## config.mk

```make
export PLATFORM = sky130hd
export DESIGN_NAME = fcp_cache_prog
export DESIGN_NICKNAME = d
export VERILOG_FILES = /design/src/rtl/fcp_pkg.sv /design/src/rtl/fcp_cmd_decode.sv /design/src/rtl/fcp_cache_ctrl.sv /design/src/rtl/fcp_array_prog.sv /design/src/rtl/fcp_cache_prog.sv
export SDC_FILE = /design/constraint.sdc
export NUM_CORES = 1
export LEC_CHECK = 0
export BUFFER_PORTS_ARGS = -buffer_cell sky130_fd_sc_hd__buf_2
export CAP_MARGIN = 5
export CORE_MARGIN = 2
export CORE_UTILIZATION = 35
export DETAILED_ROUTE_END_ITERATION = 10
export GPL_ROUTABILITY_DRIVEN = 0
export GPL_TIMING_DRIVEN = 0
export MAX_ROUTING_LAYER = met4
export SLEW_MARGIN = 25
export SYNTH_ARGS = -nofsm -noshare
export SYNTH_HDL_FRONTEND = slang
export SYNTH_SLANG_ARGS = --single-unit
export TNS_END_PERCENT = 5
```

## constraint.sdc

```tcl
create_clock -name clk -period 4.4 [get_ports clk]
set_clock_uncertainty 0.2 [all_clocks]
set_input_delay 0.44 -clock clk [delete_from_list [all_inputs] [get_ports clk]]
set_output_delay 0.44 -clock clk [all_outputs]
set_load 0.01 [all_outputs]
```

## src/rtl/fcp_pkg.sv

```systemverilog
package fcp_pkg;
  typedef enum logic [1:0] {
    BK_CMD  = 2'd0,
    BK_ADDR = 2'd1,
    BK_DATA = 2'd2,
    BK_NONE = 2'd3
  } bus_kind_e;

  localparam logic [7:0] OP_SETUP    = 8'h80;
  localparam logic [7:0] OP_CACHE_GO = 8'h15;
  localparam logic [7:0] OP_LAST_GO  = 8'h10;
  localparam logic [7:0] OP_STATUS   = 8'h70;

  localparam int SB_CUR   = 0;
  localparam int SB_PREV  = 1;
  localparam int SB_ARR   = 5;
  localparam int SB_CACHE = 6;
endpackage

```

## src/rtl/fcp_cmd_decode.sv

```systemverilog
module fcp_cmd_decode
  import fcp_pkg::*;
#(
  parameter int ADDR_CYCLES = 5,
  parameter int COL_CYCLES  = 2,
  parameter int PAGE_BITS   = 6,
  parameter int PAGES_MAX   = 64,
  parameter int PAGE_BYTES  = 2112
) (
  input  logic       clk,
  input  logic       rst,
  input  logic       bus_valid,
  input  logic [1:0] bus_kind,
  input  logic [7:0] bus_data,
  input  logic       accept,
  output logic       page_go,
  output logic       last_go,
  output logic       abort,
  output logic       op_start,
  output logic       stat_mode
);
  localparam int ROW_W  = 8 * (ADDR_CYCLES - COL_CYCLES);
  localparam int ACNT_W = $clog2(ADDR_CYCLES + 1);
  localparam int PCNT_W = $clog2(PAGES_MAX + 1);
  localparam int BCNT_W = $clog2(PAGE_BYTES + 1);

  typedef enum logic [1:0] {PH_IDLE, PH_ADDR, PH_DATA} phase_e;

  phase_e                    phase_q;
  logic [ACNT_W-1:0]         acnt_q;
  logic [BCNT_W-1:0]         bcnt_q;
  logic [ROW_W-1:0]          row_q;
  logic [ROW_W-PAGE_BITS-1:0] op_blk_q;
  logic [PCNT_W-1:0]         pages_q;
  logic                      op_active_q;
  logic                      take;
  logic                      is_cmd, is_commit, over_limit;

  assign is_cmd     = bus_valid && (bus_kind == BK_CMD);
  assign take       = bus_valid && (accept || (is_cmd && bus_data == OP_STATUS));
  assign is_commit  = (bus_data == OP_CACHE_GO) || (bus_data == OP_LAST_GO);
  assign over_limit = (pages_q == PCNT_W'(PAGES_MAX)) ||
                      ((pages_q != '0) && (row_q[ROW_W-1:PAGE_BITS] != op_blk_q));

  always_ff @(posedge clk) begin
    if (rst) begin
      phase_q     <= PH_IDLE;
      acnt_q      <= '0;
      bcnt_q      <= '0;
      row_q       <= '0;
      op_blk_q    <= '0;
      pages_q     <= '0;
      op_active_q <= 1'b0;
      stat_mode   <= 1'b0;
      page_go     <= 1'b0;
      last_go     <= 1'b0;
      abort       <= 1'b0;
      op_start    <= 1'b0;
    end else begin
      page_go  <= 1'b0;
      last_go  <= 1'b0;
      abort    <= 1'b0;
      op_start <= 1'b0;
      if (take) begin
        unique case (bus_kind)
          BK_CMD: begin
            stat_mode <= (bus_data == OP_STATUS);
            if (bus_data == OP_SETUP) begin
              phase_q <= PH_ADDR;
              acnt_q  <= '0;
              bcnt_q  <= '0;
              row_q   <= '0;
              if (!op_active_q) begin
                op_active_q <= 1'b1;
                pages_q     <= '0;
                op_start    <= 1'b1;
              end
            end else if (is_commit && phase_q == PH_DATA) begin
              phase_q <= PH_IDLE;
              if (over_limit) begin
                abort       <= 1'b1;
                op_active_q <= 1'b0;
              end else begin
                pages_q <= pages_q + 1'b1;
                if (pages_q == '0) op_blk_q <= row_q[ROW_W-1:PAGE_BITS];
                if (bus_data == OP_LAST_GO) begin
                  last_go     <= 1'b1;
                  op_active_q <= 1'b0;
                end else begin
                  page_go <= 1'b1;
                end
              end
            end
          end
          BK_ADDR: begin
            if (phase_q == PH_ADDR) begin
              if (acnt_q >= ACNT_W'(COL_CYCLES)) row_q <= {bus_data, row_q[ROW_W-1:8]};
              acnt_q <= acnt_q + 1'b1;
              if (acnt_q == ACNT_W'(ADDR_CYCLES - 1)) phase_q <= PH_DATA;
            end
          end
          BK_DATA: begin
            if (phase_q == PH_DATA && bcnt_q < BCNT_W'(PAGE_BYTES)) bcnt_q <= bcnt_q + 1'b1;
          end
          default: ;
        endcase
      end
    end
  end


  pages_cap_chk: assert property (@(posedge clk) disable iff (rst)
    pages_q <= PCNT_W'(PAGES_MAX));


  busy_ignore_chk: assert property (@(posedge clk) disable iff (rst)
    (bus_valid && !accept) |=> !page_go && !last_go && !abort && !op_start);
endmodule

```

## src/rtl/fcp_cache_ctrl.sv

```systemverilog
module fcp_cache_ctrl #(
  parameter int XFER_CYCLES = 25
) (
  input  logic clk,
  input  logic rst,
  input  logic commit,
  input  logic arr_idle,
  output logic cache_busy,
  output logic moving,
  output logic move_done
);
  localparam int XC_W = $clog2(XFER_CYCLES + 1);

  typedef enum logic [1:0] {C_FREE, C_WAIT, C_MOVE} cstate_e;

  cstate_e         state_q;
  logic [XC_W-1:0] cnt_q;

  assign cache_busy = (state_q != C_FREE);
  assign moving     = (state_q == C_MOVE);
  assign move_done  = moving && (cnt_q == XC_W'(XFER_CYCLES - 1));

  always_ff @(posedge clk) begin
    if (rst) begin
      state_q <= C_FREE;
      cnt_q   <= '0;
    end else begin
      unique case (state_q)
        C_FREE: if (commit) state_q <= C_WAIT;
        C_WAIT: if (arr_idle) begin
          state_q <= C_MOVE;
          cnt_q   <= '0;
        end
        C_MOVE: begin
          if (move_done) state_q <= C_FREE;
          else           cnt_q   <= cnt_q + 1'b1;
        end
        default: state_q <= C_FREE;
      endcase
    end
  end


  wait_for_array_chk: assert property (@(posedge clk) disable iff (rst)
    (state_q == C_WAIT && !arr_idle) |=> (state_q == C_WAIT));
endmodule

```

## src/rtl/fcp_array_prog.sv

```systemverilog
module fcp_array_prog #(
  parameter int PROG_CYCLES = 300
) (
  input  logic clk,
  input  logic rst,
  input  logic move_done,
  input  logic fail_in,
  input  logic op_start,
  input  logic abort,
  output logic arr_idle,
  output logic err_prev,
  output logic err_cur
);
  localparam int PC_W = $clog2(PROG_CYCLES + 1);

  logic            busy_q, fail_q;
  logic [PC_W-1:0] cnt_q;
  logic            finish;

  assign arr_idle = !busy_q;
  assign finish   = busy_q && (cnt_q == PC_W'(PROG_CYCLES - 1));

  always_ff @(posedge clk) begin
    if (rst) begin
      busy_q   <= 1'b0;
      fail_q   <= 1'b0;
      cnt_q    <= '0;
      err_prev <= 1'b0;
      err_cur  <= 1'b0;
    end else begin
      if (move_done) begin
        busy_q <= 1'b1;
        cnt_q  <= '0;
        fail_q <= fail_in;
      end else if (finish) begin
        busy_q   <= 1'b0;
        err_prev <= err_cur;
        err_cur  <= fail_q;
      end else if (busy_q) begin
        cnt_q <= cnt_q + 1'b1;
      end
      if (op_start) begin
        err_prev <= 1'b0;
        err_cur  <= 1'b0;
      end
      if (abort) err_cur <= 1'b1;
    end
  end


  err_shift_chk: assert property (@(posedge clk) disable iff (rst)
    (finish && !op_start && !abort) |=> (err_prev == $past(err_cur)));
endmodule

```

## src/rtl/fcp_cache_prog.sv

```systemverilog
module fcp_cache_prog
  import fcp_pkg::*;
#(
  parameter int ADDR_CYCLES = 5,
  parameter int COL_CYCLES  = 2,
  parameter int PAGE_BITS   = 6,
  parameter int PAGES_MAX   = 64,
  parameter int PAGE_BYTES  = 2112,
  parameter int XFER_CYCLES = 25,
  parameter int PROG_CYCLES = 300
) (
  input  logic       clk,
  input  logic       rst,
  input  logic       bus_valid,
  input  logic [1:0] bus_kind,
  input  logic [7:0] bus_data,
  input  logic       fail_in,
  output logic [7:0] io_out,
  output logic       rb_n
);
  logic page_go, last_go, abort, op_start, stat_mode;
  logic cache_busy, moving, move_done, arr_idle;
  logic err_prev, err_cur, final_q, accept;
  logic [7:0] status;

  assign accept = !cache_busy && !final_q && !page_go && !last_go;

  fcp_cmd_decode #(
    .ADDR_CYCLES(ADDR_CYCLES), .COL_CYCLES(COL_CYCLES), .PAGE_BITS(PAGE_BITS),
    .PAGES_MAX(PAGES_MAX), .PAGE_BYTES(PAGE_BYTES)
  ) u_decode (
    .clk(clk), .rst(rst), .bus_valid(bus_valid), .bus_kind(bus_kind),
    .bus_data(bus_data), .accept(accept), .page_go(page_go), .last_go(last_go),
    .abort(abort), .op_start(op_start), .stat_mode(stat_mode)
  );

  fcp_cache_ctrl #(.XFER_CYCLES(XFER_CYCLES)) u_cache (
    .clk(clk), .rst(rst), .commit(page_go || last_go), .arr_idle(arr_idle),
    .cache_busy(cache_busy), .moving(moving), .move_done(move_done)
  );

  fcp_array_prog #(.PROG_CYCLES(PROG_CYCLES)) u_array (
    .clk(clk), .rst(rst), .move_done(move_done), .fail_in(fail_in),
    .op_start(op_start), .abort(abort), .arr_idle(arr_idle),
    .err_prev(err_prev), .err_cur(err_cur)
  );

  always_comb begin
    status           = '0;
    status[SB_CACHE] = !cache_busy;
    status[SB_ARR]   = arr_idle && !cache_busy;
    status[SB_PREV]  = err_prev;
    status[SB_CUR]   = err_cur;
  end

  always_ff @(posedge clk) begin
    if (rst) begin
      final_q <= 1'b0;
      rb_n    <= 1'b1;
      io_out  <= '0;
    end else begin
      if (last_go)                       final_q <= 1'b1;
      else if (!cache_busy && arr_idle)  final_q <= 1'b0;
      rb_n   <= !(cache_busy || final_q || page_go || last_go);
      io_out <= stat_mode ? status : 8'h00;
    end
  end


  no_overlap_chk: assert property (@(posedge clk) disable iff (rst)
    moving |-> arr_idle);


  busy_rb_chk: assert property (@(posedge clk) disable iff (rst)
    cache_busy |=> !rb_n);


  final_hold_chk: assert property (@(posedge clk) disable iff (rst)
    (final_q && !arr_idle) |=> !rb_n);
endmodule

```

======== Word-level counts from Yosys, hierarchy flattened ========
Cells that the tools add are included.
cells by class
  reductions and logical operators ........ 54
  muxes and demuxes ....................... 39
  $add $sub $neg .......................... 4
  equality and inequality tests ........... 26
  order comparisons ....................... 1
  bitwise operators ....................... 8
operator list
  cell                                                    count
  two-way mux 24 bit                                      3
  one-hot mux 24 bit (2 select lines)                     1
  two-way mux 7 bit                                       4
  inequality test 18 bit                                  1
  == test 8 x 5 -> 1 bit (second input constant)          2
  two-way mux 1 bit                                       16
  AND reduction 5 bit                                     3
  two-way mux 2 bit                                       7
  inequality test 2 bit (second input constant)           6
  nonzero test 2 bit                                      6
  logical AND 1 bit                                       11
  two-way mux 5 bit                                       2
  one-hot mux 5 bit (2 select lines)                      1
  adder 9 x 1 -> 9 bit (second input constant)            1
  == test 9 bit (second input constant)                   1
  == test 8 x 7 -> 1 bit (second input constant)          1
  == test 8 bit (second input constant)                   1
  inequality test 2 x 1 -> 1 bit (second input constant)  4
  NOT 1 bit                                               8
  AND reduction 2 bit                                     4
  AND reduction 4 bit                                     2
  adder 7 x 1 -> 7 bit (second input constant)            1
  == test 7 bit (second input constant)                   1
  logical NOT 7 bit                                       1
  24 further kinds                                        44
storage, ports and cells
  logic and storage cells ................. 154
  bits of input ports ..................... 14
  output and inout port bits .............. 9
  register bits after elaboration ......... 90

======== Depth between registers and ports, before layout ========
Gate-level depths: netlist of the first run.
  depth in word-level cells ............... 9
  gate-level depth with buffers ........... 10
  mapped depth without buffers ............ 8

======== Hierarchy ========
From an unflattened synthesis of the first run, not the netlist that was laid out.
second synthesis, totals
  cells, all modules ...................... 431
  area, all modules ....................... 3,733.6 um^2
by module, submodules not included
  module          cells an instance  sequential area each (um^2)  times used  area an instance (um^2)
  fcp_cmd_decode  310                1,081.0                      1           2,522.4
  fcp_array_prog  61                 260.2                        1           585.6
  fcp_cache_ctrl  38                 140.1                        1           389.1
  fcp_cache_prog  22                 120.1                        1           236.5

======== Least setup slack after synthesis of the first run ========
Ideal clock, no wire load.
  kind .................................... register to register
  start point ............................. reg u_cache.state_q[0]
  end point ............................... reg u_decode.pages_q[2]
  buffers on the path ..................... 1
  clock period less this slack ............ 2.304 ns
  data required time ...................... 4.126 ns
  stages on the path, launching flop included .. 10
  arrival time ............................ 2.030 ns
  slack ................................... 2.096 ns
  setup time .............................. 0.074 ns
  path through ............................ dfxtp_1 inv_1 ha_1 nor4b_1 a41oi_2 and4bb_1 buf_4 a31oi_1 o41a_1 o21ai_0
on the way
  word-level cells in the longest chain between the ends .. 8
ends and longest elaborated chain
  item                                  line                  text
  from (decl)                           fcp_cache_ctrl.sv:16  cstate_e state_q;
  from (signal assigned)                fcp_cache_ctrl.sv:25  state_q <= C_FREE;
  from (signal assigned)                fcp_cache_ctrl.sv:29  C_FREE: if (commit) state_q <= C_WAIT;
  from (signal assigned)                fcp_cache_ctrl.sv:31  state_q <= C_MOVE;
  nonzero test 2 bit                    fcp_cache_ctrl.sv:19  assign cache_busy = (state_q != C_FREE);
  logical NOT 1 bit                     n/a
  named net status[6]                   fcp_cache_prog.sv:24  logic [7:0] status;
  logical AND 1 bit (3 in a row)        fcp_cache_prog.sv:26  assign accept = !cache_busy && !final_q && !page_go && !last_go;
  logical OR 1 bit                      fcp_cmd_decode.sv:40  assign take = bus_valid && (accept || (is_cmd && bus_data == OP_STATUS));
  logical AND 1 bit                     fcp_cmd_decode.sv:40
  AND reduction 5 bit (no source line)  n/a
  to (signal assigned)                  fcp_cmd_decode.sv:84  pages_q <= pages_q + 1'b1;
  to (decl)                             fcp_cmd_decode.sv:34  logic [PCNT_W-1:0] pages_q;
The timed path passes the listed nets, and every way through them passes these cells.
A chain may end at the register's enable or synchronous reset.

======== Final worst setup path of the first run ========
  start point ............................. reg u_cache.state_q[1]
  end point ............................... reg u_decode.op_blk_q[17]
on the way
  word-level cells in the longest chain between the ends .. 8
ends and longest elaborated chain
  item                                  line                  text
  nonzero test 2 bit                    fcp_cache_ctrl.sv:19
  logical NOT 1 bit                     n/a
  named net status[6]                   fcp_cache_prog.sv:24
  logical AND 1 bit (3 in a row)        fcp_cache_prog.sv:26
  logical OR 1 bit                      fcp_cmd_decode.sv:40
  logical AND 1 bit                     fcp_cmd_decode.sv:40
  AND reduction 6 bit (no source line)  n/a
  to (signal assigned)                  fcp_cmd_decode.sv:85  if (pages_q == '0) op_blk_q <= row_q[ROW_W-1:PAGE_BITS];
  to (decl)                             fcp_cmd_decode.sv:33  logic [ROW_W-PAGE_BITS-1:0] op_blk_q;
The timed path passes the listed nets, and every way through them passes these cells.

==> results of run 1 <==
-- stage by stage --
step / cells / utilization
floorplan: 446 / -
global placement: 599 / 0.388
detailed placement: 599 / 0.388
CTS: 615 / 0.410
global route: 615 / 0.410
finish: 615 / 0.410
-- report_power, final --
part           internal (mW)  switching (mW)  total, mW
combinational         0.0458          0.0827      0.128
clock                  0.322           0.273      0.596
sequential             0.731         0.00697      0.738
total                   1.10           0.363       1.46
-- worst reg2reg max path: stages (launching register included) --
cell,delay [ps]
dfxtp_1,320
inv_1,140
ha_1,250
nor4b_1,790
a41oi_2,180
nor3b_2,350
nand2_1,280
clkbuf_1,320
nand2_1,130
a21oi_1,60
-- state kept, by name (all words and copies together), names as in the netlist, 2 cells and up --
signal	cells
u_decode.pages_q	7
u_decode.row_q	18
u_cache.cnt_q	5
io_out	4
u_cache.state_q	2
u_decode.op_blk_q	18
u_decode.acnt_q	3
u_array.cnt_q	9
u_decode.phase_q	2
-- routing by layer --
metal	wire length, um	vias to the layer above	share of wire	global-route usage
li1	-	1579	-	-
met1	3990	1438	0.49	0.192
met2	3740	39	0.46	0.245
met3	279	6	0.035	0.0448
met4	65	0	0.0081	0.0531
met5	0	-	0	-
-- cell usage after synthesis (2+ instances only) --
cell       number  area [sq um]
a21oi_1        46           230
buf_6           2          22.5
xnor2_1        20           175
nand2_1        73           274
nand3b_1        4          30.0
and3_1          7          43.8
and2_1          3          18.8
nand3_1        25           125
nand2b_1        8          50.1
buf_4           5          37.5
nor4_1          2          12.5
nand4b_1        2          17.5
nand4_1        12          75.1
inv_1          13          48.8
a31oi_1         3          18.8
mux2i_1         6          60.1
nor3_1          8          40.0
ha_1           13           163
o32a_1          2          20.0
or2_2           3          18.8
or3_1           2          12.5
nor2b_1         6          37.5
xor2_1         12           105
a2bb2oi_1       2          17.5
clkbuf_1       13          48.8
nor2_1         34           128
dfxtp_1        80          1600
nor4b_1         2          17.5
o21ai_0         5          25.0
-- final cells by class --
| cell class | instances | area [sq um] | area share |
|---|---|---|---|
| multi-input cells | 331 | 2000 | 0.472 |
| flip-flops and latches | 80 | 1600 | 0.377 |
| well taps | 136 | 170 | 0.0401 |
| clock buffers | 10 | 128 | 0.0300 |
| plain buffers | 22 | 118 | 0.0277 |
| clock inverters | 6 | 92.6 | 0.0218 |
| repair buffers | 17 | 85.1 | 0.0200 |
| inverters | 13 | 48.8 | 0.0115 |
-- cells by family after synthesis --
group | synth area share
AND/OR/NAND/NOR | 0.276
flip-flops | 0.426
AO/OA/AOI/OAI | 0.116
buffers and inverters | 0.0442
XOR/XNOR | 0.0745
adder cells (fa/ha/maj) | 0.0432
multiplexers | 0.0190
other | 0.000997
-- path summary, 6_finish.rpt --
check | to | depth (start not counted)
max | u_decode.op_blk_q[17] | 9
min | u_array.fail_q | 3
min reg2reg | u_array.err_prev | 1
max reg2reg | u_decode.op_blk_q[17] | 9
==> results.md, run 1 <==
* Clock Sinks at 80
* Initial antenna violation count at 0
* Max clock buf depth at 2
* IO Pins at 23
* CTS buffer count at 9
* CP peak stage delay at 790 ps
* First-pass GRT wire length at ~14,000 um
* Largest net degree at the start of global routing at 15
* Post-synthesis sequential area ratio at 0.426
* Share of cells above drive strength 1 at 0.109
* Final Setup Violations at 0
* Max-cap viol count at 0
* Overall routing resource usage at 0.156
* Arr. time, crit path at roughly 3200 ps
* Leak Pwr at approximately 1.5 nW
* Status: completed
* Post-CTS Resized at 0
* Gr ovfl total at 0
* CP delay by family, top: simple AND/OR/NAND/NOR gates
* Initial Util at 0.363
* Synthesized area at around 3800 sq um
* Critical Path, Cell by Cell: inv_1 > ha_1 > nor4b_1 > a41oi_2 > nor3b_2 > nand2_1 > clkbuf_1 > nand2_1 > a21oi_1
* Slowest-stage cell, CP: nor4b_1
* Reg2Reg Launch Point: u_cache.state_q[1]
* Post-Synthesis Cells at ~440
* Number of cell rows at 37
* Main synth FF type: dfxtp_1
* Clock transition at the registers of the reported paths at 80 ps
* Max Freq at around 0.32 GHz
* Most common cell on crit path: nand2_1
* Setup slack, reg-to-reg at between 1000 and 1500 ps
* Power per Cell Area at approximately 340 nW/um^2
* Critical Path RT at 4420 ps
* Post-Syn Area per Cell at 8.49 sq um
* Fillers at about 1,100
* Post-synth ARST share at 0
* Worst setup SP type: flip-flop
* WL/cell at 13.1 um
* Core ar. at between 10,000 and 15,000 sq um
* Residual DRC at 0
* Setup Buffers After CTS at 0
* Syn-to-layout area delta at 12.9%
* WS Path Type: flip-flop to flip-flop
* Synth warnings at 0
* HP Start: fail_in
* Via/cell ratio at around 5.0
* Final Hold Viols at 0
* CTS Root Cell: clkbuf_8
* Distinct cell type count after synthesis at 59
* #FFs+latches synth at 80
* Max-slew headroom at 0.359
* Antenna cells at 0
* Vias in the first global route at about 2,900
* CP Max Fanout at 10
* Buffers on Ports at 17
* Beginning of the critical path: u_cache.state_q[1]
* Unrepaired setup endpoints after global routing: no
* CTS tree: yes
* DP HPWL at 5920 um
* Final worst slack at 1240 ps
* Finished layout cell area at roughly 4200 sq um
* CP Capture Type: flip-flop
* Vias at a little over 3,000
* TNS Setup at 0 ps
* Die height at about 110 um
* Slew @ Worst Pin at 949 ps
* Routed wire length at between 8000 and 9000 um
* Placed inst area at a little over 4000 sq um
* PnR Total Power at between 1 and 1.5 mW
* Crit share post-route at 0.718
* Router iterations before antenna repair at 4
* Bufs and invs on worst path at 2
* Die footprint at approximately 12,000 sq um
* Hold WC Path Type: primary input to flip-flop
* Nets at roughly 500
* Minimum clock period at roughly 3200 ps
* Most frequent cells in the layout: dfxtp_1 (80), nand2_1 (73), a21oi_1 (46), nor2_1 (34), nand3_1 (25)
* Hold Slack at ~140 ps
* CTS Hold Bufs at 0
* Post-Place Worst Slack at 1280 ps
* Max Slew Vio Count at 0
* H-Tree Level Count at 3
* Post-DRT Antenna Nets at 0
* Clock Latency Late Sink at 360 ps
* Drt initial violations at 150
* Die Wd at around 110 um
* Commonest non-fill, non-tap cell in the layout: dfxtp_1
* Peak supply drop at between 0.0002 and 0.00025 V
* Number of synthesized flops with an enable pin at 0
(Power assumes the default switching activity.)
==> run 2: changes to the inputs <==
- ABC_AREA: not set -> 1
- clock period: 4.4 -> 2.6 ns (I/O delays scaled with it)
==> run 2 against run 1 <==
Compared with the run above:
- clock-buffer cell count grew 1
- register-to-register slack got worse by 970 ps
- design area is 12% higher
- global-route usage grew 0.48 points
- final cell count increased by 22%
- combinational power rose to 4.1 times the previous value
- area after synthesis increased by 7.9%
- hold slack got worse by 91 ps
- flip-flop and latch count is the same
- first-iteration DRC count is 51% higher
- routed wire length increased by 15%
- sequential share of layout area shrank 4.0 points
- critical path type unchanged
==> results.md, run 2 <==
* Status: completed
* Max Freq at 0.429 GHz (+36%)
* Residual DRC at 0 (unchanged)
* Biggest regs: u_decode.op_blk_q x18, u_decode.row_q x18, u_array.cnt_q x9
* Minimum clock period at 2330 ps (-829 ps)
* Most common cell on crit path: inv_1
* Max-cap viol count at 0 (unchanged)
* Vias at 3,638 (+19%)
* Drt initial violations at 227 (+51%)
* Hold WC Path Type: primary input to flip-flop
* Arr. time, crit path at 2310 ps (-870 ps)
* Main synth FF type: dfxtp_1
* Cell-internal power at 2.46 mW (+120%)
* Hold Path Depth at 3 (unchanged)
* Slew @ Worst Pin at 873 ps (-76.2 ps)
* Gr ovfl total at 0 (unchanged)
* Area contributors post-synth: dfxtp_1 (39%), nand2_1 (9.8%), a21oi_1 (7.5%), inv_1 (7.3%), nor2_1 (7.3%)
* CTS Root Cell: clkbuf_16
* Share of the synthesized area in the top cell type at 0.395 (-0.0310)
* Final worst slack at 271 ps (-971 ps)
* WS Path Type: flip-flop to flip-flop
* Post-Place Worst Slack at 136 ps (-1140 ps)
* Max clock buf depth at 2 (unchanged)
* CP Capture Type: flip-flop
* TNS Setup at 0 ps (unchanged)
* Synthesized area at 4060 sq um (+7.9%)
* Routed wire length at 9260 um (+15%)
* Crit share post-route at 0.896 (+0.178)
* Post-DRT Antenna Nets at 0 (unchanged)
* Largest net degree at the start of global routing at 15 (unchanged)
* Part of the power in combinational logic at 0.154 (+0.066)
* Synth warnings at 0 (unchanged)
* Clock transition at the registers of the reported paths at 60 ps (-20 ps)
* CP Max Fanout at 10 (unchanged)
* IO Pins at 23 (unchanged)
* Sw Pwr at 0.923 mW (+150%)
* Commonest non-fill, non-tap cell in the layout: nand2_1
* Nets at 628 (+25%)
* CTS buffer count at 9 (unchanged)
* Final Setup Violations at 0 (unchanged)
* R2R cell count at 10 (+1)
* Clock Latency Late Sink at 340 ps (-20 ps)
* Hold Slack at 46.5 ps (-90.5 ps)
* Initial Util at 0.357 (-0.00592)
* Initial antenna violation count at 0 (unchanged)
* Antenna cells at 0 (unchanged)
* Most frequent cells in the layout: nand2_1 (106), dfxtp_1 (80), inv_1 (79), nor2_1 (79), a21oi_1 (61)
* Post-layout util at 0.418 (+0.00800)
* Synth area leader: dfxtp_1
* Post-synth ARST share at 0 (unchanged)
* Core ar. at 11,400 sq um (+9.6%)
* Finished Layout Cells at 749 (+22%)
* Via/cell ratio at 4.86 (-2.4%)
* Multi-input gate area at 2060 sq um (+2.7%)
* Placed inst area at 4340 sq um (+7.7%)
* Finished layout cell area at 4750 sq um (+12%)
* Seq. cell area at 1600 sq um (unchanged)
* Placed cell count at 730 (+22%)
* #FFs+latches synth at 80 (unchanged)
* Distinct cell type count after synthesis at 40 (-32%)
* Die height at 112 um (+3.7%)
* Critical Path, Cell by Cell: inv_1 > ha_1 > inv_1 > nor3_2 > nand2_1 > nand2_2 > nand3_4 > nor3_4 > buf_4 > a211oi_2
* Buffers on Ports at 18 (+1)
* Die footprint at 12,500 sq um (+7.5%)
* HP Start: bus_data[4]
* Post-Synthesis Cells at 566 (+28%)
* Sw Ratio at 0.273 (+0.0247)
* Top post-synthesis cells by count: nand2_1 (106), dfxtp_1 (80), inv_1 (79), nor2_1 (79), a21oi_1 (61)
* CP peak stage delay at 320 ps (-470 ps)
* PnR Total Power at 3.38 mW (+130%)
* First-pass GRT wire length at 16,000 um (+17%)
* DP HPWL at 6830 um (+15%)
* Post-Syn Area per Cell at 7.17 sq um (-16%)
* Post-synthesis sequential area ratio at 0.395 (-0.0310)
* H-Tree Level Count at 3 (unchanged)
* Vias in the first global route at 3,361 (+17%)
* Beginning of the critical path: u_cache.state_q[1]
* Critical Path RT at 2590 ps (-1830 ps)
* WL/cell at 12.4 um (-5.8%)
* Sequential power share at 0.394 (-0.111)
* Max Slew Vio Count at 0 (unchanged)
* Unrepaired setup endpoints after global routing: no
* Worst setup SP type: flip-flop
* Leak Pwr at 1.96 nW (+32%)
* Number of cell rows at 39 (+5.4%)
* Final Hold Viols at 0 (unchanged)
* Syn-to-layout area delta at 17.1%
* Overall routing resource usage at 0.161 (+0.00483)
* Number of synthesized flops with an enable pin at 0 (unchanged)
* Slowest-stage cell, CP: nor3_4
* Router iterations before antenna repair at 4 (unchanged)
* Top-count cell post-synth: nand2_1
* Power per Cell Area at 712 nW/um^2 (+110%)
* Max-slew headroom at 0.418 (+0.0597)
* Share of cells above drive strength 1 at 0.124 (+0.0152)
* CTS tree: yes
* Peak supply drop at 0.000351 V (+67%)
* Fillers at 1,142 (+5.3%)
* Clock share of power at 0.452 (+0.045)
* Reg2Reg Launch Point: u_cache.state_q[1]
* Clock Sinks at 80 (unchanged)
* Die Wd at 112 um (+3.7%)
## run 2: final cells by class
cell class	instances	area share
clock buffer	11	0.0532
timing repair buffer	21	0.0242
sequential	80	0.337
inverter	82	0.0648
clock inverter	5	0.0232
tap	143	0.0377
buffer	20	0.0261
multi-input combinational	387	0.433
## run 2: metal layers
metal | share of wire | routed length (um) | track usage | vias to the layer above
met4 | 0.017 | 162 | 0.0667 | 0
met3 | 0.050 | 467 | 0.0289 | 12
met5 | 0 | 0 | - | -
met1 | 0.48 | 4430 | 0.208 | 1632
li1 | - | - | - | 1908
met2 | 0.45 | 4200 | 0.248 | 86
## run 2: worst max-delay path, delay by kind of cell (launching register included)
kind / cells / cell delay [ps]
and+or+nand+nor: 5 / 880
buffers and inverters: 3 / 490
DFF: 1 / 310
adders and majority gates: 1 / 200
AOI/OAI and AO/OA: 1 / 90
## run 2: what timing repair did
action                                  4_1_cts  5_1_grt
endpoints found under the hold margin         1        0
resized for setup                             0        8
hold buffers                                  1        0
setup buffers                                 0        2
endpoints found under the setup margin        0       25
## run 2: power groups by stage
| stage | sequential [mW] | combinational, mW | clock (mW) |
|---|---|---|---|
| 2_1_floorplan | 1.35 | 0.383 | 0 |
| 3_3_place_gp | 1.36 | 0.497 | 0 |
| 3_5_place_dp | 1.36 | 0.512 | 0 |
| 4_1_cts | 1.33 | 0.517 | 1.56 |
| 5_1_grt | 1.34 | 0.605 | 1.61 |
| 6_report | 1.33 | 0.522 | 1.53 |
## run 2: final timing paths
path | slack, ps | to
worst max-delay path | 270 | u_decode.op_blk_q[12]
worst max register to register | 270 | u_decode.op_blk_q[12]
worst min-delay path | 50 | u_decode.row_q[20]
worst min register to register | 230 | io_out[1]
## run 2: cell families after synthesis
family,share of synthesized area
simple gates,0.300
xor+xnor,0.0130
compound gates,0.148
buf+inv,0.103
other cells,0.000924
flops,0.395
fa+ha+maj,0.0401
